==> src/rtl/lcd_timing_pkg.sv <==
package lcd_timing_pkg;

  typedef enum logic {
    ST_IDLE = 1'b0,
    ST_RUN  = 1'b1
  } runState_e;

  // strobes from control to datapath
  typedef struct packed {
    logic active;  // generator running this cycle
    logic load;    // frame begins at this edge: sample settings, zero counters
    logic tick;    // pixel advance at this edge
  } strobe_t;

  function automatic logic applyPol(logic isActive, logic inv);
    return isActive ^ inv;
  endfunction

endpackage

==> src/rtl/lcd_timing_ctrl.sv <==
module lcd_timing_ctrl
  import lcd_timing_pkg::*;
#(
  parameter int DIV_W = 8
) (
  input  logic             clk,
  input  logic             rstN,
  input  logic             enable,
  input  logic [DIV_W-1:0] cfgClkDiv,
  input  logic             cfgBypass,
  input  logic             frameLast,
  output strobe_t          strobe,
  output logic             frameBypass
);

  localparam int CNT_W = DIV_W + 1;
  localparam logic [CNT_W-1:0] CNT_ONE = CNT_W'(1);

  runState_e        state;
  logic [DIV_W-1:0] divS;
  logic             bypassS;
  logic [CNT_W-1:0] divCnt;
  logic [CNT_W-1:0] divLim;
  logic             running;
  logic             tick;
  logic             load;

  // 2(N+1) cycles per pixel: count 0 .. 2N+1
  assign divLim  = {divS, 1'b1};
  assign running = (state == ST_RUN) && enable;
  assign tick    = running && (bypassS || (divCnt == divLim));
  assign load    = enable && ((state == ST_IDLE) || (tick && frameLast));

  assign strobe.active = running;
  assign strobe.load   = load;
  assign strobe.tick   = tick;
  assign frameBypass   = bypassS;

  always_ff @(posedge clk or negedge rstN) begin
    if (!rstN) begin
      state   <= ST_IDLE;
      divS    <= '0;
      bypassS <= 1'b0;
      divCnt  <= '0;
    end else if (!enable) begin
      state  <= ST_IDLE;
      divCnt <= '0;
    end else begin
      state <= ST_RUN;
      if (load) begin
        divS    <= cfgClkDiv;
        bypassS <= cfgBypass;
        divCnt  <= '0;
      end else if (running) begin
        divCnt <= (divCnt >= divLim) ? '0 : divCnt + CNT_ONE;
      end
    end
  end

endmodule

==> src/rtl/lcd_timing_dp.sv <==
module lcd_timing_dp
  import lcd_timing_pkg::*;
#(
  parameter int TIM_W = 8,
  parameter int H_W   = 10,
  parameter int V_W   = 10
) (
  input  logic             clk,
  input  logic             rstN,
  input  strobe_t          strobe,
  input  logic [TIM_W-1:0] cfgHsw,
  input  logic [TIM_W-1:0] cfgHbp,
  input  logic [TIM_W-1:0] cfgHfp,
  input  logic [H_W-1:0]   cfgHact,
  input  logic [TIM_W-1:0] cfgVsw,
  input  logic [TIM_W-1:0] cfgVbp,
  input  logic [TIM_W-1:0] cfgVfp,
  input  logic [V_W-1:0]   cfgVact,
  input  logic             cfgLineInv,
  input  logic             cfgFrameInv,
  input  logic             cfgPanelTft,
  output logic             frameLast,
  output logic             lineSync,
  output logic             frameSync,
  output logic             dataEn,
  output logic [H_W-1:0]   col,
  output logic [V_W-1:0]   row,
  output logic             frameTft,
  output logic             frameLineInv,
  output logic             frameFrameInv
);

  localparam int HC_W = ((H_W > TIM_W) ? H_W : TIM_W) + 2;
  localparam int VC_W = ((V_W > TIM_W) ? V_W : TIM_W) + 2;
  localparam logic [HC_W-1:0] H_ONE = HC_W'(1);
  localparam logic [VC_W-1:0] V_ONE = VC_W'(1);

  // frame shadow of the settings
  logic [TIM_W-1:0] hswS, hbpS, hfpS, vswS, vbpS, vfpS;
  logic [H_W-1:0]   hactS;
  logic [V_W-1:0]   vactS;
  logic             tftS, lInvS, fInvS;

  logic [HC_W-1:0] hCnt;
  logic [VC_W-1:0] vCnt;

  logic [HC_W-1:0] hSyncEnd, hActStart, hActEnd, hLast;
  logic [VC_W-1:0] vSyncEnd, vActStart, vActEnd, vLast;
  logic            inH, inV, inArea, lineEnd;

  // phase boundaries, mixed encodings resolved here
  assign hSyncEnd  = HC_W'(hswS) + H_ONE;
  assign hActStart = hSyncEnd + HC_W'(hbpS) + H_ONE;
  assign hActEnd   = hActStart + HC_W'(hactS) + H_ONE;
  assign hLast     = hActEnd + HC_W'(hfpS);

  assign vSyncEnd  = VC_W'(vswS) + V_ONE;
  assign vActStart = vSyncEnd + VC_W'(vbpS);
  assign vActEnd   = vActStart + VC_W'(vactS) + V_ONE;
  assign vLast     = vActEnd + VC_W'(vfpS) - V_ONE;

  assign lineEnd   = (hCnt == hLast);
  assign frameLast = lineEnd && (vCnt == vLast);

  assign inH    = (hCnt >= hActStart) && (hCnt < hActEnd);
  assign inV    = (vCnt >= vActStart) && (vCnt < vActEnd);
  assign inArea = strobe.active && inH && inV;

  always_ff @(posedge clk or negedge rstN) begin
    if (!rstN) begin
      hCnt  <= '0;
      vCnt  <= '0;
      hswS  <= '0;
      hbpS  <= '0;
      hfpS  <= '0;
      hactS <= '0;
      vswS  <= '0;
      vbpS  <= '0;
      vfpS  <= '0;
      vactS <= '0;
      tftS  <= 1'b0;
      lInvS <= 1'b0;
      fInvS <= 1'b0;
    end else if (strobe.load) begin
      hCnt  <= '0;
      vCnt  <= '0;
      hswS  <= cfgHsw;
      hbpS  <= cfgHbp;
      hfpS  <= cfgHfp;
      hactS <= cfgHact;
      vswS  <= cfgVsw;
      vbpS  <= cfgVbp;
      vfpS  <= cfgVfp;
      vactS <= cfgVact;
      tftS  <= cfgPanelTft;
      lInvS <= cfgLineInv;
      fInvS <= cfgFrameInv;
    end else if (!strobe.active) begin
      hCnt <= '0;
      vCnt <= '0;
    end else if (strobe.tick) begin
      if (lineEnd) begin
        hCnt <= '0;
        vCnt <= (vCnt == vLast) ? '0 : vCnt + V_ONE;
      end else begin
        hCnt <= hCnt + H_ONE;
      end
    end
  end

  assign lineSync  = applyPol(strobe.active && (hCnt < hSyncEnd),
                              strobe.active ? lInvS : cfgLineInv);
  assign frameSync = applyPol(strobe.active && (vCnt < vSyncEnd),
                              strobe.active ? fInvS : cfgFrameInv);
  assign dataEn    = inArea && tftS;
  assign col       = inArea ? H_W'(hCnt - hActStart) : '0;
  assign row       = inArea ? V_W'(vCnt - vActStart) : '0;

  assign frameTft      = tftS;
  assign frameLineInv  = lInvS;
  assign frameFrameInv = fInvS;

endmodule

==> src/rtl/lcd_timing_gen.sv <==
module lcd_timing_gen
  import lcd_timing_pkg::*;
#(
  parameter int TIM_W = 8,
  parameter int H_W   = 10,
  parameter int V_W   = 10,
  parameter int DIV_W = 8
) (
  input  logic             clk,
  input  logic             rstN,
  input  logic             enable,
  input  logic [TIM_W-1:0] cfgHsw,
  input  logic [TIM_W-1:0] cfgHbp,
  input  logic [TIM_W-1:0] cfgHfp,
  input  logic [H_W-1:0]   cfgHact,
  input  logic [TIM_W-1:0] cfgVsw,
  input  logic [TIM_W-1:0] cfgVbp,
  input  logic [TIM_W-1:0] cfgVfp,
  input  logic [V_W-1:0]   cfgVact,
  input  logic             cfgLineInv,
  input  logic             cfgFrameInv,
  input  logic             cfgPanelTft,
  input  logic [DIV_W-1:0] cfgClkDiv,
  input  logic             cfgBypass,
  output logic             pixClkEn,
  output logic             lineSync,
  output logic             frameSync,
  output logic             dataEn,
  output logic [H_W-1:0]   col,
  output logic [V_W-1:0]   row
);

  strobe_t strobe;
  logic    frameLast;
  logic    frameBypass;
  logic    frameTft;
  logic    frameLineInv;
  logic    frameFrameInv;

  lcd_timing_ctrl #(.DIV_W(DIV_W)) ctrl_i (
    .clk        (clk),
    .rstN       (rstN),
    .enable     (enable),
    .cfgClkDiv  (cfgClkDiv),
    .cfgBypass  (cfgBypass),
    .frameLast  (frameLast),
    .strobe     (strobe),
    .frameBypass(frameBypass)
  );

  lcd_timing_dp #(.TIM_W(TIM_W), .H_W(H_W), .V_W(V_W)) dp_i (
    .clk          (clk),
    .rstN         (rstN),
    .strobe       (strobe),
    .cfgHsw       (cfgHsw),
    .cfgHbp       (cfgHbp),
    .cfgHfp       (cfgHfp),
    .cfgHact      (cfgHact),
    .cfgVsw       (cfgVsw),
    .cfgVbp       (cfgVbp),
    .cfgVfp       (cfgVfp),
    .cfgVact      (cfgVact),
    .cfgLineInv   (cfgLineInv),
    .cfgFrameInv  (cfgFrameInv),
    .cfgPanelTft  (cfgPanelTft),
    .frameLast    (frameLast),
    .lineSync     (lineSync),
    .frameSync    (frameSync),
    .dataEn       (dataEn),
    .col          (col),
    .row          (row),
    .frameTft     (frameTft),
    .frameLineInv (frameLineInv),
    .frameFrameInv(frameFrameInv)
  );

  assign pixClkEn = strobe.tick;

endmodule

==> config.mk <==
export PLATFORM = sky130hd
export DESIGN_NAME = lcd_timing_gen
export DESIGN_NICKNAME = d
export VERILOG_FILES = /design/src/rtl/lcd_timing_pkg.sv /design/src/rtl/lcd_timing_ctrl.sv /design/src/rtl/lcd_timing_dp.sv /design/src/rtl/lcd_timing_gen.sv
export SDC_FILE = /design/constraint.sdc
export NUM_CORES = 1
export LEC_CHECK = 0
export BUFFER_PORTS_ARGS = -buffer_cell sky130_fd_sc_hd__buf_2
export CORE_ASPECT_RATIO = 0.75
export CORE_MARGIN = 5
export CORE_UTILIZATION = 55
export DETAILED_ROUTE_END_ITERATION = 12
export PLACE_DENSITY = 0.75
export SETUP_SLACK_MARGIN = 0.05
export SLEW_MARGIN = 30
export SYNTH_ARGS = -nofsm -noshare
export SYNTH_HDL_FRONTEND = slang
export SYNTH_HIERARCHICAL = 1
export SYNTH_SLANG_ARGS = --single-unit
==> constraint.sdc <==
create_clock -name clk -period 9.5 [get_ports clk]
set_input_delay 1.9 -clock clk [delete_from_list [all_inputs] [get_ports clk]]
set_output_delay 1.9 -clock clk [all_outputs]
set_load 0.05 [all_outputs]
Word level (Yosys, flattened, before mapping)

Cells that the tools add are included.

Register bits: 114
Bits in latches: 0
Bits in writable memories: 0
Bits in read-only memories: 0
Input bits: 83
Output and inout bits: 24
Memories kept: 0

Add/subtract/negate cells: 17
Multipliers: 0
Div/mod/pow operators: 0
$lt $le $gt $ge: 7
Equal/unequal tests: 6
Shifts and indexed selects: 0
Multiplexer cells: 18
Bitwise gates (word level): 3
Reductions and logical operators: 16

Operator list:

| kind                  | count |
|---|---|
| $mux 12               | 9 |
| $add 12x1->12 const B | 5 |
| $add 12x8->12         | 3 |
| $mux 9                | 4 |
| $add 12x10->12        | 2 |
| $eq 12x12->1          | 2 |
| $ge 12x12->1          | 2 |
| $lt 12x12->1          | 2 |
| $lt 12x9->1           | 2 |
| $mux 10               | 2 |
| $sub 10x10->10        | 2 |
| $add 8x1->9 const B   | 2 |
| $logic_and 1x1->1     | 12 |
| $sub 12x1->12 const B | 1 |
| $add 9x8->10          | 1 |
| $add 9x1->9 const B   | 1 |
| $eq 9x9->1            | 1 |
| $ge 9x9->1            | 1 |
| $reduce_and 2->1      | 2 |
| $mux 1                | 3 |
| $ne 3x1->1 const B    | 1 |
| $ne 3x2->1 const B    | 1 |
| $ne 3x3->1 const B    | 1 |
| $logic_or 1x1->1      | 2 |
| 2 further kinds       | 3 |

Longest topological paths before layout

Gate-level depths: netlist of run 1.

Depth after elaboration: 13
Gate-level depth with buffers: 36

Cells and area by module

Netlist of run 1, hierarchy kept.

Modules (own cells, without submodules):

| module          | times used | cells each | area an instance (sq um) | sequential area each (sq um) |
|---|---|---|---|---|
| lcd_timing_dp   | 1          | 1,050      | 9,217.6                  | 2,377.3 |
| lcd_timing_ctrl | 1          | 95         | 1,074.8                  | 475.5 |

Worst setup path before layout of run 1

No wires, ideal clock.

Path kind: reg2out
Start: register dp_i.hswS[0]
End: output port col[5]
Arrival time: 5.963 ns
Data required time: 7.600 ns
Slack: 1.637 ns
Cell stages (with the launch flop): 24
Path through: dfrtp_1 > ha_1 > ha_1 > nor2b_1 > o21ai_0 > nand2b_1 > a21o_1 > a21o_1 > a21oi_1 > o21ai_0 > and2_1 > nor2_1 > ha_1 > and4_1 > o311a_1 > o21ba_1 > a211oi_4 > ha_1 > a21oi_1 > o21ai_0 > a221oi_1 > o21ai_0 > clkbuf_1 > nor4b_1

Cells in the longest elaborated chain, start to end: 10
Elaborated cells on any way between the ends: 12

RTL lines:

| item                           | RTL line             | text |
|---|---|---|
| start, declared                | lcd_timing_dp.sv:39  | `logic [TIM_W-1:0] hswS, hbpS, hfpS, vswS, vbpS, vfpS;` |
| start signal, assigned         | lcd_timing_dp.sv:87  | `hswS <= cfgHsw;` |
| $add 8x1->9 *                  | lcd_timing_dp.sv:52  | `assign hSyncEnd = HC_W'(hswS) + H_ONE;` |
| $add 12x8->12 *                | lcd_timing_dp.sv:53  | `assign hActStart = hSyncEnd + HC_W'(hbpS) + H_ONE;` |
| $add 12x1->12 *                | lcd_timing_dp.sv:53  |  |
| $add 12x10->12                 | lcd_timing_dp.sv:54  | `assign hActEnd = hActStart + HC_W'(hactS) + H_ONE;` |
| $add 12x1->12                  | lcd_timing_dp.sv:54  |  |
| $lt 12x12->1                   | lcd_timing_dp.sv:65  | `assign inH = (hCnt >= hActStart) && (hCnt < hActEnd);` |
| $logic_and 1x1->1              | lcd_timing_dp.sv:65  |  |
| $logic_and 1x1->1 (2 in a row) | lcd_timing_dp.sv:67  | `assign inArea = strobe.active && inH && inV;` |
| $mux 10 *                      | lcd_timing_dp.sv:116 | `assign col = inArea ? H_W'(hCnt - hActStart) : '0;` |
| end, declared                  | lcd_timing_gen.sv:29 | `output logic [H_W-1:0] col,` |

Every way passes the cells marked *; elsewhere a longest branch is shown, timed or not.

Worst setup path in the final report of run 1

Start: register dp_i.hswS[0]
End: output port col[3]

Same word-level chain as after synthesis.

==> results.tsv, run 1 <==
metric	value	unit
run_status	finished, final reports clean	
critical-path-max-stage-delay	0.49	ns
comb_power_share	69.7	%
leading_cell_type_in_the_layout_fill_and_taps_excluded	ha_1	
power_density	355	nW/µm²
average_cell_area_after_synthesis	8.99	µm²
num_io_pins	107	
post_cts_hold_buffer_count	0	
synth_area	10300	µm²
yosys.cell_types.count	79	
num_cts_buffers	17	
antenna_found_initial	0	
tritoncts	built	
synthToLayoutAreaGrowth	13.3	%
final_core_utilization	63.2	%
clock_share_of_power	16.4	%
critical_path.reg2reg.endpoint	dp_i/hCnt[11]	
rr_worst_depth	32	
ys_seq_elements	114	
worstMarginPinSlew	0.834	ns
power.internal	2.19	mW
antenna_violating_nets_post_route	0	
clock_tree.buffer_depth	2	
postCtsResizedCells	0	
relative_slew_margins	44.3	%
crit_path_top_delay_cell	o21ai_0	
crit_path_end	col[3]	
timing.critical_path.from	dp_i/hswS[0]	
ys_async_sr_fraction	100	%
drc	0	
final_sum_of_negative_setup_slack	0	ns
worstPathBufferInverterCount	2	
timing.final.hold_violations	0	
drt-vias-per-instance	5.95	
startpoint_of_the_lowest_slack_register_to_register_path	dp_i/vswS[0]	
cts_htree_levels	4	
clock_latency	0.42	ns
insertedDiodeCount	0	
num-fill-cells	1589	
power.static_leakage	5.48	nW
place_hpwl	20500	µm
min_period_over_period	86.5	%
final_layout_size_suffix_gt1_share	18.9	%
cts_sinks	114	
port_buffers	106	
num_vias	8945	
end_kind	output port	
core_area	18500	µm²
maxSlewViolCount	0	
final_skew	0.0105	ns
die_width	168	µm
critical_path.cell_chain	ha_1 > xor2_1 > ha_1 > o21ai_0 > nand2b_1 > a21o_1 > a21o_1 > a21oi_1 > o21ai_0 > and2_1 > nor2_1 > ha_1 > and4_1 > o311a_1 > o21ba_1 > a211oi_4 > ha_1 > a21oi_1 > o21ai_0 > a221oi_1 > o21ai_1 > buf_4 > nor4b_1 > buf_2	
netlist_instances	1145	
timing.critical_path.arrival	6.32	ns
finalNetCount	1461	
first_global_vias	8597	
synth_edf_count	0	
detailedRoute.firstIterationViolations	694	
rrSetupSlack	1.46	ns
row_count	43	
grt_overflow_total	0	
detail_route.wl_per_cell	17.8	µm
fmax	0.122	GHz
cts_setup_buffers	0	
power_switching_share	47.1	%
worst_path_dominant_cell_family	compound AO/OA/AOI/OAI gates	
count_of_endpoints_failing_setup_in_the_final_report	0	
yosys_warnings	6	
wl	26800	µm
critPathMaxFanout	21	
crit_type	flip-flop to output port	
clock-root-buffer	clkbuf_16	
cp_data_required_time	7.60	ns
worst-path-stages	24	
crit_top_cell	ha_1	
initial_utilization	55.8	%
yosysSeqAreaShare	27.7	%
power.ir.vdd_worst	0.000222	V
die_y	128	µm
max-cap-violations	0	
grt.total_usage	25.3	%
critical_path.startpoint_type	flip-flop	
min_path_type	flip-flop to flip-flop	
clock_transition_time_at_the_flip_flop_clock_pins_of_the_worst_setup_and_hold_paths	0.06	ns
worst_hold_path.num_cells	1	
switching_power_summed_over_all_nets	1.95	mW
share_seq_of_total_power	13.9	%
grt_start_max_net_pins	97	
layout_common_cells	ha_1, inv_1, dfrtp_1	
gpl.final_weighted_congestion	0.939	
synth-main-ff-cell	dfrtp_1	
synth_fp_nets	1362	
die_area	21600	µm²
drt_pre_antenna_iters	5	
first_pass_grt_wire_length	43800	µm
min_period	8.22	ns
grt_setup_unrepaired	false	
cell usage after synthesis (all sizes together) (18+ instances only):
cell | number | area [µm²]
a21oi | 66 | 334
nor2 | 49 | 184
o21ai | 58 | 290
nor3 | 32 | 160
xor2 | 33 | 289
ha | 126 | 1580
nand2 | 63 | 239
mux2 | 69 | 781
clkbuf | 22 | 82.6
xnor2 | 60 | 526
nand3 | 40 | 200
nor2b | 18 | 113
nand2b | 19 | 119
o21a | 25 | 188
inv | 115 | 432
dfrtp | 114 | 2850
kinds of logic after synthesis:
family                     count (synthesis)  share of synthesized area, %
DFF                                      114                          27.7
buffers and inverters                    146                          5.69
adders and majority gates                134                          16.9
and+or+nand+nor                          324                          16.9
xor gates and xnor gates                  93                          7.91
muxes                                     74                          8.07
AOI/OAI and AO/OA                        260                          16.9
layer usage:
metal  share of wire (%)  routed length (µm)  track usage (%)  up-vias
li1                    -                   -                -     4318
met1                  49               13300             38.3     4275
met2                  41               10900             35.8      316
met3                 8.2                2210             6.39       36
met4                 1.5                 410             6.73        0
met5                   0                   0                0        -
metrics by stage:
| stage | area, µm² | setup slack [ns] | hold WS [ns] | power [mW] | instances |
|---|---|---|---|---|---|
| floorplan | 10300 | 1.64 | 0.472 | 2.83 | 1145 |
| global placement | 11000 | 1.71 | 0.487 | 3.36 | 1472 |
| detailed placement | 11000 | 1.63 | 0.488 | 3.37 | 1472 |
| CTS | 11700 | 1.40 | 0.502 | 4.09 | 1504 |
| global route | 11700 | 0.817 | 0.517 | 4.50 | 1504 |
| finish | 11700 | 1.28 | 0.507 | 4.14 | 1504 |
worst register-to-register path, delay by kind of cell, from the launching register on:
kind / cells / cell delay [ns]
AO/OA/AOI/OAI: 14 / 3.18
AND/OR/NAND/NOR: 9 / 2.00
adder cells (fa/ha/maj): 4 / 1.34
flip-flops: 1 / 0.42
buffers and inverters: 2 / 0.35
XOR/XNOR: 2 / 0.33
multiplexers: 1 / 0.30
registers in the layout, indices dropped and copies added (netlist names), 8 cells and up:
register,count
dp_i/hCnt,12
dp_i/vCnt,12
dp_i/hactS,10
dp_i/vactS,10
ctrl_i/divCnt,9
ctrl_i/divS,8
dp_i/hbpS,8
dp_i/hfpS,8
dp_i/hswS,8
dp_i/vbpS,8
dp_i/vfpS,8
dp_i/vswS,8
power groups by stage:
stage	combinational [mW]	sequential (mW)	clock (mW)
after detailed placement	2.79	0.584	0
final	2.88	0.576	0.677
after global placement	2.77	0.583	0
after CTS	2.83	0.576	0.686
after global routing	3.20	0.583	0.711
after floorplan	2.26	0.570	0
worst min-delay path by stage:
| stage | startpoint | to | slack [ns] |
|---|---|---|---|
| 2_1_floorplan | dp_i/frameTft | dp_i/frameTft | 0.47 |
| 4_1_cts | dp_i/frameTft | dp_i/frameTft | 0.50 |
| 5_1_grt | dp_i/frameTft | dp_i/frameTft | 0.52 |
| 6_report | ctrl_i/divS[6] | ctrl_i/divS[6] | 0.51 |
| 3_3_place_gp | dp_i/frameTft | dp_i/frameTft | 0.49 |
| 3_5_place_dp | dp_i/frameTft | dp_i/frameTft | 0.49 |
layout make-up:
cell class                      count  area [µm²]  share of cell area (%)
Clock buffer                       19         443                    3.80
Clock inverter                     13         175                    1.50
Inverter                          115         432                    3.70
Multi-Input combinational cell    885        6870                    59.0
Sequential cell                   114        2850                    24.5
Tap cell                          247         309                    2.65
Timing Repair Buffer              111         574                    4.93
Power figures use the tool's default switching activity.
==> inputs of run 2 (changes only) <==
--- a/config.mk
+++ b/config.mk
@@ -10,6 +10,7 @@
 export CORE_MARGIN = 5
 export CORE_UTILIZATION = 55
 export DETAILED_ROUTE_END_ITERATION = 12
+export MAX_ROUTING_LAYER = met4
 export PLACE_DENSITY = 0.75
 export SETUP_SLACK_MARGIN = 0.05
 export SLEW_MARGIN = 30
==> run 2 against run 1 <==
  * Worst hold slack got worse by 0.0023 ns
  * Sequential power barely moved
  * Largest power group unchanged
  * Sequential share of layout area barely moved
  * Register-to-register slack got worse by 0.10 ns
  * Count of clock-buffer cells in the layout fell by 1
  * Global-route usage rose by 0.36 points
  * Non-clock buffer count fell by 1
  * Setup slack improved by 0.080 ns
  * Combinational power barely moved
==> results.tsv, run 2 (synthesis gave the netlist of run 1 again) <==
metric	value	unit	change
num_io_pins	107		unchanged
cts_htree_levels	4		unchanged
die_width	168	µm	unchanged
run_status	finished, final reports clean		
clock_tree.buffer_depth	2		unchanged
layout_common_cells	ha_1, inv_1, dfrtp_1		
critPathMaxFanout	17		-19%
clock_transition_time_at_the_flip_flop_clock_pins_of_the_worst_setup_and_hold_paths	0.06	ns	about the same
maxSlewViolCount	0		unchanged
wl	26700	µm	-0.47%
num_cts_buffers	17		unchanged
post-place-ws	1.59	ns	-0.0390 ns
first_pass_grt_wire_length	43400	µm	-0.96%
end_kind	flip-flop		
final_skew	0.00638	ns	-0.00414 ns
port_buffers	106		unchanged
timing.final.hold_violations	0		unchanged
final_layout_size_suffix_gt1_share	18.9	%	about the same
grt_start_max_net_pins	97		unchanged
post_cts_hold_buffer_count	0		unchanged
gpl.final_weighted_congestion	0.917		-2.4%
place.detailed.instances	1471		-0.068%
postCtsResizedCells	0		unchanged
crit_path_top_delay_cell	nand2b_1		
leading_cell_type_in_the_layout_fill_and_taps_excluded	ha_1		
antenna_violating_nets_post_route	0		unchanged
cts_setup_buffers	0		unchanged
antenna_found_initial	0		unchanged
initial_utilization	55.8	%	unchanged
grt_setup_unrepaired	false		
critical_path.reg2reg.endpoint	dp_i/hCnt[11]		
num_vias	8928		-0.19%
worstMarginPinSlew	1.05	ns	+0.220 ns
grt_overflow_total	0		unchanged
drt_pre_antenna_iters	7		+2
drt-vias-per-instance	5.94		-0.12%
grt.total_usage	25.6	%	+0.36 points
tritoncts	built		
timing.critical_path.arrival	8.44	ns	+2.12 ns
layout_setup_ws	1.36	ns	+0.0798 ns
critical_path.startpoint_type	flip-flop		
row_count	43		unchanged
num-fill-cells	1543		-2.9%
final_core_utilization	63.1	%	-0.095 points
crit_type	flip-flop to flip-flop		
insertedDiodeCount	0		unchanged
power_density	356	nW/µm²	+0.44%
final_hold_slack	0.504	ns	-0.00234 ns
relative_slew_margins	29.7	%	-15 points
multiInputGateArea	6870	µm²	-0.11%
rrSetupSlack	1.36	ns	-0.10 ns
place_hpwl	20600	µm	+0.52%
first_global_vias	8367		-2.7%
detailed_place.area	11000	µm²	about the same
min_period_over_period	85.7	%	-0.84 points
clock-root-buffer	clkbuf_16		
fmax	0.123	GHz	+0.98%
final_sum_of_negative_setup_slack	0	ns	unchanged
startpoint_of_the_lowest_slack_register_to_register_path	dp_i/vswS[0]		
timing.critical_path.from	dp_i/vswS[0]		
critical-path-max-stage-delay	0.53	ns	+0.04 ns
count_of_endpoints_failing_setup_in_the_final_report	0		unchanged
max-cap-violations	0		unchanged
sequential_cell_area	2850	µm²	unchanged
die_y	128	µm	unchanged
finalPower	4.15	mW	+0.29%
cts_sinks	114		unchanged
min_path_type	flip-flop to flip-flop		
synthToLayoutAreaGrowth	13.1	%	
crit_path_end	dp_i/hCnt[11]		
die_area	21600	µm²	unchanged
clock_latency	0.42	ns	about the same
detailedRoute.firstIterationViolations	743		+7.1%
power.ir.vdd_worst	0.000235	V	+5.8%
min_period	8.14	ns	-0.0798 ns
cp_data_required_time	9.80	ns	+2.20 ns
core_area	18500	µm²	unchanged
layout.cells.non_filler	1503		-0.066%
final_design_area_no_fill	11600	µm²	-0.15%
detail_route.wl_per_cell	17.8	µm	-0.41%
layout_top_registers	dp_i/hCnt x12, dp_i/vCnt x12		
finalNetCount	1460		-0.068%
rr_worst_depth	33		+3.1%
power.static_leakage	5.48	nW	about the same
drc	0		unchanged
-- run 2: changes by cell type in the layout (fill, tap and decap cells not counted) --
cell      before  now
a21oi_4        1    0
a21oi_2        1    2
buf_4          5    4
a21boi_0       2    1
clkinv_2       0    2
clkinv_4       5    3
clkbuf_1       1    0
a21boi_1       0    1
inv_6          3    4
-- run 2: where the power goes --
part | switching, mW | leakage (nW) | total (mW) | internal, mW
clock network | 0.254 | 0.298 | 0.677 | 0.423
logic | 1.67 | 3.77 | 2.89 | 1.23
registers | 0.0400 | 1.42 | 0.576 | 0.536
total | 1.96 | 5.48 | 4.15 | 2.19
-- run 2: routing by layer --
metal  vias to the layer above  global-route usage (%)  routed length [µm]
met2                       333                    35.0               10800
met5                         -                       -                   0
li1                       4317                       -                   -
met1                      4255                    38.9               13400
met3                        23                    5.74                2170
met4                         0                    4.77                 282
-- run 2: how the worst min path moves through the flow --
stage | startpoint | to | slack (ns) | depth (start not counted)
after global placement | ctrl_i/divS[7] | ctrl_i/divS[7] | 0.49 | 1
after floorplan | dp_i/frameTft | dp_i/frameTft | 0.47 | 1
after CTS | dp_i/frameTft | dp_i/frameTft | 0.51 | 1
after global routing | dp_i/frameTft | dp_i/frameTft | 0.52 | 1
final | dp_i/frameTft | dp_i/frameTft | 0.50 | 1
after detailed placement | dp_i/frameTft | dp_i/frameTft | 0.49 | 1
-- run 2: final cells by class --
cell class / instances / share of cell area [%]
clock inverter: 14 / 1.52
tap: 247 / 2.65
sequential: 114 / 24.5
timing repair buffer: 110 / 4.87
inverter: 115 / 3.71
clock buffer: 18 / 3.77
multi-input combinational: 885 / 59.0
-- run 2: critical path: cells and delay by family (launching register included) --
kind	cells	cell delay, ns
flip-flops	1	0.42
buffers and inverters	2	0.39
AO/OA/AOI/OAI	17	3.37
adder cells (fa/ha/maj)	4	1.30
multiplexers	1	0.31
XOR/XNOR	2	0.39
AND/OR/NAND/NOR	7	1.79
==> inputs of run 3 (changes only) <==
--- a/config.mk
+++ b/config.mk
@@ -6,7 +6,7 @@
 export NUM_CORES = 1
 export LEC_CHECK = 0
 export BUFFER_PORTS_ARGS = -buffer_cell sky130_fd_sc_hd__buf_2
-export CORE_ASPECT_RATIO = 0.75
+export CORE_ASPECT_RATIO = 1.5
 export CORE_MARGIN = 5
 export CORE_UTILIZATION = 55
 export DETAILED_ROUTE_END_ITERATION = 12
==> constraint.sdc (replaced) <==
create_clock -name clk -period 8 [get_ports clk]
set_input_delay 1.6 -clock clk [delete_from_list [all_inputs] [get_ports clk]]
set_output_delay 1.6 -clock clk [all_outputs]
set_load 0.05 [all_outputs]
==> run 3 against run 2 <==
  * Total power increased by 19%
  * Largest power group unchanged
  * Worst hold slack improved by 0.00061 ns
  * Via count increased by 1.2%
  * Largest cell class unchanged
  * Sequential share of layout area decreased by 0.32 points
  * Setup slack got worse by 1.0 ns
==> results.tsv, run 3 (synthesis gave the netlist of run 1 again) <==
metric	value	unit	change
run_status	finished, final reports clean		
crit_path_top_delay_cell	dfrtp_1		
gpl.final_weighted_congestion	0.993		+8.3%
worst_hold_startpoint	ctrl_i/divS[3]		
detail_route.wl_per_cell	18.1	µm	+2.1%
layout.cells.non_filler	1522		+1.3%
final_hold_slack	0.505	ns	+0.000608 ns
post_cts_hold_buffer_count	0		unchanged
die_width	122	µm	-28%
rrSetupSlack	0.61	ns	-0.75 ns
cts_sinks	114		unchanged
min_path_type	flip-flop to flip-flop		
rr_worst_depth	32		-3.0%
final_core_utilization	63.9	%	+0.79 points
worstHoldEndpoint	ctrl_i/divS[3]		
power.ir.vdd_worst	0.000276	V	+18%
initial_utilization	55.7	%	about the same
startpoint_of_the_lowest_slack_register_to_register_path	dp_i/vswS[0]		
crit_top_cell	ha_1		
critical_path.startpoint_type	flip-flop		
grt_start_max_net_pins	75		-23%
insertedDiodeCount	0		unchanged
num-fill-cells	1659		+7.5%
synthToLayoutAreaGrowth	14.6	%	
cts_htree_levels	4		unchanged
num_cts_buffers	17		unchanged
finalNetCount	1474		+0.96%
core_area	18500	µm²	about the same
port_buffers	106		unchanged
relative_slew_margins	52.3	%	+23 points
leading_cell_type_in_the_layout_fill_and_taps_excluded	ha_1		
drt_pre_antenna_iters	5		-2
antenna_found_initial	0		unchanged
timing.final.hold_violations	0		unchanged
clock-root-buffer	clkbuf_16		
die_y	178	µm	+38%
row_count	61		+42%
finalPower	4.92	mW	+19%
clock_latency	0.42	ns	about the same
min_period_over_period	95.6	%	
max-cap-violations	0		unchanged
crit_type	flip-flop to output port		
end_kind	output port		
critical_path.cell_chain	ha_1 > xor2_1 > ha_1 > nor2b_1 > o21ai_0 > nand2b_1 > a21o_1 > a21o_1 > nand2_1 > nand2_1 > a21o_1 > xnor2_1 > ha_1 > nand3b_1 > o221ai_1 > a211oi_4 > ha_1 > a21oi_1 > o21ai_0 > a221oi_2 > o21ai_2 > buf_4 > nor4b_1 > buf_4		
critical_path.reg2reg.endpoint	dp_i/hCnt[11]		
grt_overflow_total	0		unchanged
clock_transition_time_at_the_flip_flop_clock_pins_of_the_worst_setup_and_hold_paths	0.06	ns	about the same
place_hpwl	21800	µm	+5.9%
drt-vias-per-instance	5.94		about the same
post-place-ws	0.248	ns	-1.34 ns
tritoncts	built		
maxSlewViolCount	0		unchanged
num_io_pins	107		unchanged
worst_hold_path.num_cells	1		unchanged
place.detailed.instances	1484		+0.88%
die_area	21600	µm²	+0.13%
num_vias	9037		+1.2%
fmax	0.131	GHz	
wl	27600	µm	+3.4%
antenna_violating_nets_post_route	0		unchanged
drc	0		unchanged
layout_setup_ws	0.348	ns	-1.01 ns
layout_common_cells	ha_1, inv_1, dfrtp_1		
cp_data_required_time	6.40	ns	-3.40 ns
power_density	417	nW/µm²	+17%
clock_tree.buffer_depth	2		unchanged
worstMarginPinSlew	0.715	ns	-0.339 ns
detailedRoute.firstIterationViolations	494		-34%
first_global_vias	9233		+10%
grt.total_usage	27.0	%	+1.4 points
layout_top_registers	dp_i/hCnt x12, dp_i/vCnt x12		
critical-path-max-stage-delay	0.46	ns	-0.07 ns
final_layout_size_suffix_gt1_share	20.2	%	+1.4 points
first_pass_grt_wire_length	44700	µm	+3.0%
min_period	7.65	ns	
critPathMaxFanout	15		-2
power.static_leakage	5.55	nW	+1.2%
timing.critical_path.arrival	6.05	ns	-2.39 ns
count_of_endpoints_failing_setup_in_the_final_report	0		unchanged
final_skew	0.00850	ns	+0.00212 ns
run 3: cell types whose count changed in the layout (fill, tap and decap cells not counted), sizes merged:
cell and change:
clkinvlp +1, inv +2, clkinv -1, bufinv -1
buf +14, clkbuf -1
run 3: where the power goes:
part	switching, mW	internal [mW]
combinational	1.96	1.49
sequential	0.0500	0.636
clock	0.314	0.467
total	2.33	2.59
run 3: stage by stage:
step | area [µm²] | TNS (ns)
floorplan | 10300 | 0
global placement | 11100 | 0
detailed placement | 11100 | 0
CTS | 11700 | 0
global route | 11800 | -0.135
finish | 11800 | 0
run 3: worst max-delay path: cells and delay by family (launching register included):
kind	cells	cell delay, ns
compound gates	10	2.07
xor+xnor	2	0.38
fa+ha+maj	4	1.30
buf+inv	2	0.53
flops	1	0.46
simple gates	6	0.88
run 3: worst max path at each step:
stage | to | slack, ns | start
global placement | dp_i/hfpS[6] | 0.20 | dp_i/vswS[0]
CTS | row[3] | 0.12 | dp_i/hswS[0]
finish | col[5] | 0.35 | dp_i/hswS[0]
detailed placement | dp_i/vbpS[3] | 0.25 | dp_i/vswS[0]
floorplan | col[5] | 0.44 | dp_i/hswS[0]
global route | row[5] | -0.08 | dp_i/hswS[0]
run 3: layer usage:
| layer | up-vias | global-route usage [%] | share of wire [%] |
|---|---|---|---|
| met5 | - | - | 0 |
| met4 | 0 | 17.0 | 6.2 |
| met3 | 87 | 3.73 | 3.2 |
| met2 | 250 | 49.2 | 55 |
| met1 | 4358 | 26.6 | 36 |
| li1 | 4342 | - | - |
run 3: final cells by class:
| type | instances | area, µm² | area share (%) |
|---|---|---|---|
| Timing Repair Buffer | 124 | 699 | 5.93 |
| Clock buffer | 17 | 425 | 3.61 |
| Multi-Input combinational cell | 885 | 6900 | 58.5 |
| Tap cell | 252 | 315 | 2.67 |
| Inverter | 115 | 432 | 3.66 |
| Sequential cell | 114 | 2850 | 24.2 |
| Clock inverter | 15 | 173 | 1.46 |
run 3: repair_timing:
| item | in CTS | in global routing |
|---|---|---|
| buffers inserted | 0 | 6 |
| resized for setup | 0 | 15 |
| setup endpoints to repair | 0 | 108 |
